$ cat src/rtl/scl_div_pkg.sv
package scl_div_pkg;

  localparam int DEF_PRE_W  = 2;
  localparam int DEF_BASE_W = 6;
  localparam int DEF_HALF   = 11;

  // SCL level for a given base-interval index within the period
  function automatic logic level_for(int idx, int half);
    return (idx >= half);
  endfunction

  // Quarter-phase points: start, mid-low, rising edge, mid-high
  function automatic logic is_quarter(int idx, int half);
    return (idx == 0) || (idx == half / 2) || (idx == half) ||
           (idx == half + half / 2);
  endfunction

endpackage

$ cat src/rtl/scl_stage_cnt.sv
module scl_stage_cnt #(
  parameter int W = 2
) (
  input  logic         clk,
  input  logic         rst_n,
  input  logic         clr,
  input  logic         adv,
  input  logic [W-1:0] limit,
  output logic [W-1:0] cnt,
  output logic         wrap
);

  assign wrap = adv && (cnt == limit);

  always_ff @(posedge clk or negedge rst_n) begin
    if (!rst_n)       cnt <= '0;
    else if (clr)     cnt <= '0;
    else if (wrap)    cnt <= '0;
    else if (adv)     cnt <= cnt + W'(1);
  end


  stage_in_range_chk: assert property (@(posedge clk) disable iff (!rst_n)
    !clr |-> cnt <= limit);

endmodule

$ cat src/rtl/scl_phase_seq.sv
module scl_phase_seq
  import scl_div_pkg::*;
#(
  parameter int HALF = DEF_HALF
) (
  input  logic                        clk,
  input  logic                        rst_n,
  input  logic                        clr,
  input  logic                        adv,
  input  logic                        run,
  input  logic                        at_start,
  output logic [$clog2(2*HALF)-1:0]   ph,
  output logic                        ph_wrap,
  output logic                        scl,
  output logic                        tick
);

  localparam int PERIOD = 2 * HALF;
  localparam int PW     = $clog2(PERIOD);
  localparam logic [PW-1:0] PH_LAST = PW'(PERIOD - 1);

  assign ph_wrap = adv && (ph == PH_LAST);

  always_ff @(posedge clk or negedge rst_n) begin
    if (!rst_n)        ph <= '0;
    else if (clr)      ph <= '0;
    else if (ph_wrap)  ph <= '0;
    else if (adv)      ph <= ph + PW'(1);
  end

  assign scl  = !run || level_for(int'(ph), HALF);
  assign tick = run && at_start && is_quarter(int'(ph), HALF);


  phase_in_range_chk: assert property (@(posedge clk) disable iff (!rst_n)
    ph <= PH_LAST);


  rise_at_half_chk: assert property (@(posedge clk) disable iff (!rst_n)
    ($rose(scl) && run) |-> (ph == PW'(HALF)));

endmodule

$ cat src/rtl/scl_rate_gen.sv
module scl_rate_gen
  import scl_div_pkg::*;
#(
  parameter int PRE_W  = DEF_PRE_W,
  parameter int BASE_W = DEF_BASE_W,
  parameter int HALF   = DEF_HALF
) (
  input  logic              clk,
  input  logic              rst_n,
  input  logic              enable,
  input  logic [PRE_W-1:0]  div_pre,
  input  logic [BASE_W-1:0] div_base,
  output logic              scl_ref,
  output logic              qtr_tick
);

  localparam int PW = $clog2(2 * HALF);

  logic              run;
  logic [PRE_W-1:0]  lat_pre;
  logic [BASE_W-1:0] lat_base;
  logic [PRE_W-1:0]  pre_cnt;
  logic [BASE_W-1:0] base_cnt;
  logic              pre_wrap;
  logic              base_wrap;
  logic [PW-1:0]     ph;
  logic              period_end;
  logic              at_start;
  logic              load_div;

  always_ff @(posedge clk or negedge rst_n) begin
    if (!rst_n) run <= 1'b0;
    else        run <= enable;
  end

  // Divisors are captured while parked and at each period boundary only
  assign load_div = !run || !enable || period_end;

  always_ff @(posedge clk or negedge rst_n) begin
    if (!rst_n) begin
      lat_pre  <= '0;
      lat_base <= '0;
    end else if (load_div) begin
      lat_pre  <= div_pre;
      lat_base <= div_base;
    end
  end

  scl_stage_cnt #(.W(PRE_W)) u_pre (
    .clk   (clk),
    .rst_n (rst_n),
    .clr   (!enable),
    .adv   (run),
    .limit (lat_pre),
    .cnt   (pre_cnt),
    .wrap  (pre_wrap)
  );

  scl_stage_cnt #(.W(BASE_W)) u_base (
    .clk   (clk),
    .rst_n (rst_n),
    .clr   (!enable),
    .adv   (pre_wrap),
    .limit (lat_base),
    .cnt   (base_cnt),
    .wrap  (base_wrap)
  );

  assign at_start = (pre_cnt == '0) && (base_cnt == '0);

  scl_phase_seq #(.HALF(HALF)) u_phase (
    .clk      (clk),
    .rst_n    (rst_n),
    .clr      (!enable),
    .adv      (base_wrap),
    .run      (run),
    .at_start (at_start),
    .ph       (ph),
    .ph_wrap  (period_end),
    .scl      (scl_ref),
    .tick     (qtr_tick)
  );


  tick_single_chk: assert property (@(posedge clk) disable iff (!rst_n)
    qtr_tick |=> !qtr_tick);


  park_on_disable_chk: assert property (@(posedge clk) disable iff (!rst_n)
    !enable |=> (scl_ref && !qtr_tick));


  div_hold_chk: assert property (@(posedge clk) disable iff (!rst_n)
    (enable && run && !period_end) |=> ($stable(lat_pre) && $stable(lat_base)));


  start_phase_chk: assert property (@(posedge clk) disable iff (!rst_n)
    (enable && !run) |=> (ph == '0 && at_start));

endmodule

$ cat config.mk
export PLATFORM = sky130hd
export DESIGN_NAME = scl_rate_gen
export DESIGN_NICKNAME = d
export VERILOG_FILES = /design/src/rtl/scl_div_pkg.sv /design/src/rtl/scl_stage_cnt.sv /design/src/rtl/scl_phase_seq.sv /design/src/rtl/scl_rate_gen.sv
export SDC_FILE = /design/constraint.sdc
export NUM_CORES = 1
export LEC_CHECK = 0
export ABC_CLOCK_PERIOD_IN_PS = 1850
export BUFFER_PORTS_ARGS = -buffer_cell sky130_fd_sc_hd__buf_2
export CORE_ASPECT_RATIO = 1.5
export CORE_MARGIN = 3
export CORE_UTILIZATION = 30
export CTS_BUF_LIST = sky130_fd_sc_hd__clkbuf_16
export CTS_CLUSTER_DIAMETER = 100
export DETAILED_ROUTE_END_ITERATION = 6
export GPL_TIMING_DRIVEN = 1
export PLACE_DENSITY = 0.51
export SYNTH_ARGS = -nofsm -noshare
export SYNTH_HDL_FRONTEND = slang
export SYNTH_SLANG_ARGS = --single-unit
$ cat constraint.sdc
create_clock -name clk -period 1.85 [get_ports clk]
set_clock_uncertainty 0.15 [all_clocks]
set_input_delay 0.185 -clock clk [delete_from_list [all_inputs] [get_ports clk]]
set_output_delay 0.185 -clock clk [all_outputs]
set_load 0.1 [all_outputs]
==> metrics.csv <==
metric,value,unit
H-tree lvl count,1,
cell taking the most area after synthesis,dfrtp_1,
minimum clock period,1.91,ns
Pleak,0.954,nW
"Slew Viols, Final",0,
Mapped Cells,174,
final setup vio count,3,
die height,94.8,um
VDD IR max,0.432,mV
Detailed Place HPWL,2.81,mm
fin util,42.5,%
#FFs+latches synth,22,
Hold Crit Depth,1,
initial antenna violation count,0,
Routed WL,4.03,mm
wire per inst,14.7,um
number of flops mapped to enable cells by yosys,0,
most frequent cell after synthesis,dfrtp_1,
overall power,1.31,mW
first-pass GRT wire length,6.87,mm
"Distinct cells, synth",38,
Worst R2R Path Depth,6,
normalized max-slew margin,65.2,%
fin nets,227,
failing checks,setup timing,
hold_sp,enable,
"Clk Latency, worst-skew pair",0.26,ns
RSZ-0062 raised after global routing,yes,
DR iter-0 viols,28,
vias in the first global route,1403,
Max Cap Viol,0,
DR DRC count,0,
mapped cell area,1580,sq um
TritonCTS buffer count,3,
Post-Place Cells,260,
Hold Worst Slack,0.0500,ns
Placeable Area,4960,sq um
n_diodes,0,
Max Freq,524,MHz
Power Dens Cells,619,nW/um^2
Final Wtd Congestion,0.761,
clk root buf,clkbuf_16,
crit path DAT,1.57,ns
Syn Area/Cell,9.05,sq um
status,finished with violations,
Critical Path RT,1.51,ns
sequential area share after synthesis,34.9,%
Synth area leaders,"dfrtp_1 35%, and2_1 6.8%, a41oi_1 5.0%",
WS Path Type,flip-flop to output pin,
area occupied by multi-input gates,1040,sq um
clock buffer depth,2,
starting density of the core,31.7,%
# fillers,553,
Fin. Hold Viols,0,
share of cells above drive strength 1,34.0,%
die area,6170,sq um
Critical Path Sink Type,output pin,
Hold EP,run$_DFF_PN0_,
vias per cell,5.05,
Layout area overhead,34.1,%
final setup margin,-0.0579,ns
grt ovf,0,
Yosys top cell area share,34.9,%
largest net degree at the start of global routing,23,
commonest cells in the netlist,"22 x dfrtp_1, 20 x nand2_1, 17 x and2_1",
CTS tree,yes,
routed vias,1388,
period utilization,103,%
"FFs w/ async S/R, synth",100,%
CP Launch Type,flip-flop,
Reg area,553,sq um
Detail Route Antenna Nets,0,
Place WS,0.0353,ns
ys flop type,dfrtp_1,
Rows,31,
io pins,13,
Crit Path Max Fanout,2,
worst r2r dst,u_phase.ph[0]$_DFFE_PN0P_,
worst r2r src,u_base.cnt[1]$_DFFE_PN0P_,
Clock Pin Slew Worst Setup and Hold Paths,0.06,ns
1st-pass router iterations,4,
Final Non-Filler Cells,275,
FF-to-FF setup slack,-0.02,ns
worst slew pin tran,0.522,ns
clock sink count,22,
Chip Width,65.2,um
Syn Nets,191,
GR Util All Layers,14.4,%
IO Port Bufs,12,
Hold/Removal Path Class,input port to flip-flop,
Synth warnings,0,
logic make-up after synthesis:
group / after synthesis / synth area share [%]
buffers and inverters: 19 / 7.78
AOI/OAI and AO/OA: 33 / 14.8
and+or+nand+nor: 80 / 29.7
muxes: 3 / 1.91
DFF: 22 / 34.9
xor gates and xnor gates: 11 / 6.12
adders and majority gates: 6 / 4.77
metal layers:
metal	global-route usage (%)	share of wire (%)	routed length [um]
met1	18.9	44	1760
met5	0	0	0
met2	24.7	52	2110
met4	3.11	1.7	68
met3	2.14	2.4	97
metrics by stage:
| stage | cell area, sq um | TNS (ns) |
|---|---|---|
| after floorplan | 1600 | -0.00493 |
| after global placement | 1820 | 0 |
| after detailed placement | 1820 | 0 |
| after CTS | 2000 | -0.181 |
| after global routing | 2110 | -1.48 |
| final | 2110 | -0.0867 |
layout make-up:
type | instances | share of cell area, %
clock buffer | 3 | 3.55
clock inverter | 1 | 0.178
inverter | 7 | 1.36
multi-input combinational | 133 | 49.1
sequential | 22 | 26.2
tap | 66 | 3.91
timing repair buffer | 43 | 15.8
layout by cell type, fill, tap and decap left out, drive strengths merged, types with 4 or more instances in the layout:
master,n
o21ai,10
nand2,20
nand3,9
a21oi,7
nor2,9
inv,7
and3,4
and2,17
a41oi,9
ha,6
buf,42
nand4,4
dfrtp,22
xor2,9
state kept, by name, summed over array words and instances (netlist names):
register,flops
lat_pre,2
u_phase.ph,5
u_base.cnt,6
lat_base,6
u_pre.cnt,2
run,1
report_power, final:
| part | internal [mW] | total, mW | switching, mW | leakage (nW) |
|---|---|---|---|---|
| clock | 0.289 | 0.472 | 0.183 | 0.0385 |
| combinational | 0.131 | 0.311 | 0.179 | 0.632 |
| sequential | 0.504 | 0.525 | 0.0207 | 0.284 |
worst max path at each step:
| stage | to | depth (start not counted) | slack (ns) | startpoint |
|---|---|---|---|---|
| after floorplan | scl_ref | 5 | -0.005 | u_phase.ph[1]$_DFFE_PN0P_ |
| after global placement | lat_base[4]$_DFFE_PN0P_ | 6 | 0.04 | u_phase.ph[1]$_DFFE_PN0P_ |
| after detailed placement | u_phase.ph[4]$_DFFE_PN0P_ | 5 | 0.04 | lat_base[4]$_DFFE_PN0P_ |
| after CTS | qtr_tick | 8 | -0.14 | u_base.cnt[1]$_DFFE_PN0P_ |
| after global routing | qtr_tick | 8 | -0.14 | u_base.cnt[1]$_DFFE_PN0P_ |
| final | qtr_tick | 8 | -0.06 | u_base.cnt[1]$_DFFE_PN0P_ |
critical path, cell delays in order, from the launching register on:
cell,delay [ns]
dfrtp_1,0.39
buf_6,0.13
inv_4,0.05
ha_4,0.12
nand2_4,0.05
nor3_4,0.12
nand3_2,0.14
nor2_4,0.14
buf_12,0.18
what timing repair did:
action,CTS,global route
endpoints found under the setup margin,2,21
hold endpoints to repair,22,0
gates resized for setup,11,17
pin swaps,5,7
setup buffers,6,4
hold buffers,1,0
Power figures use the tool's default switching activity.
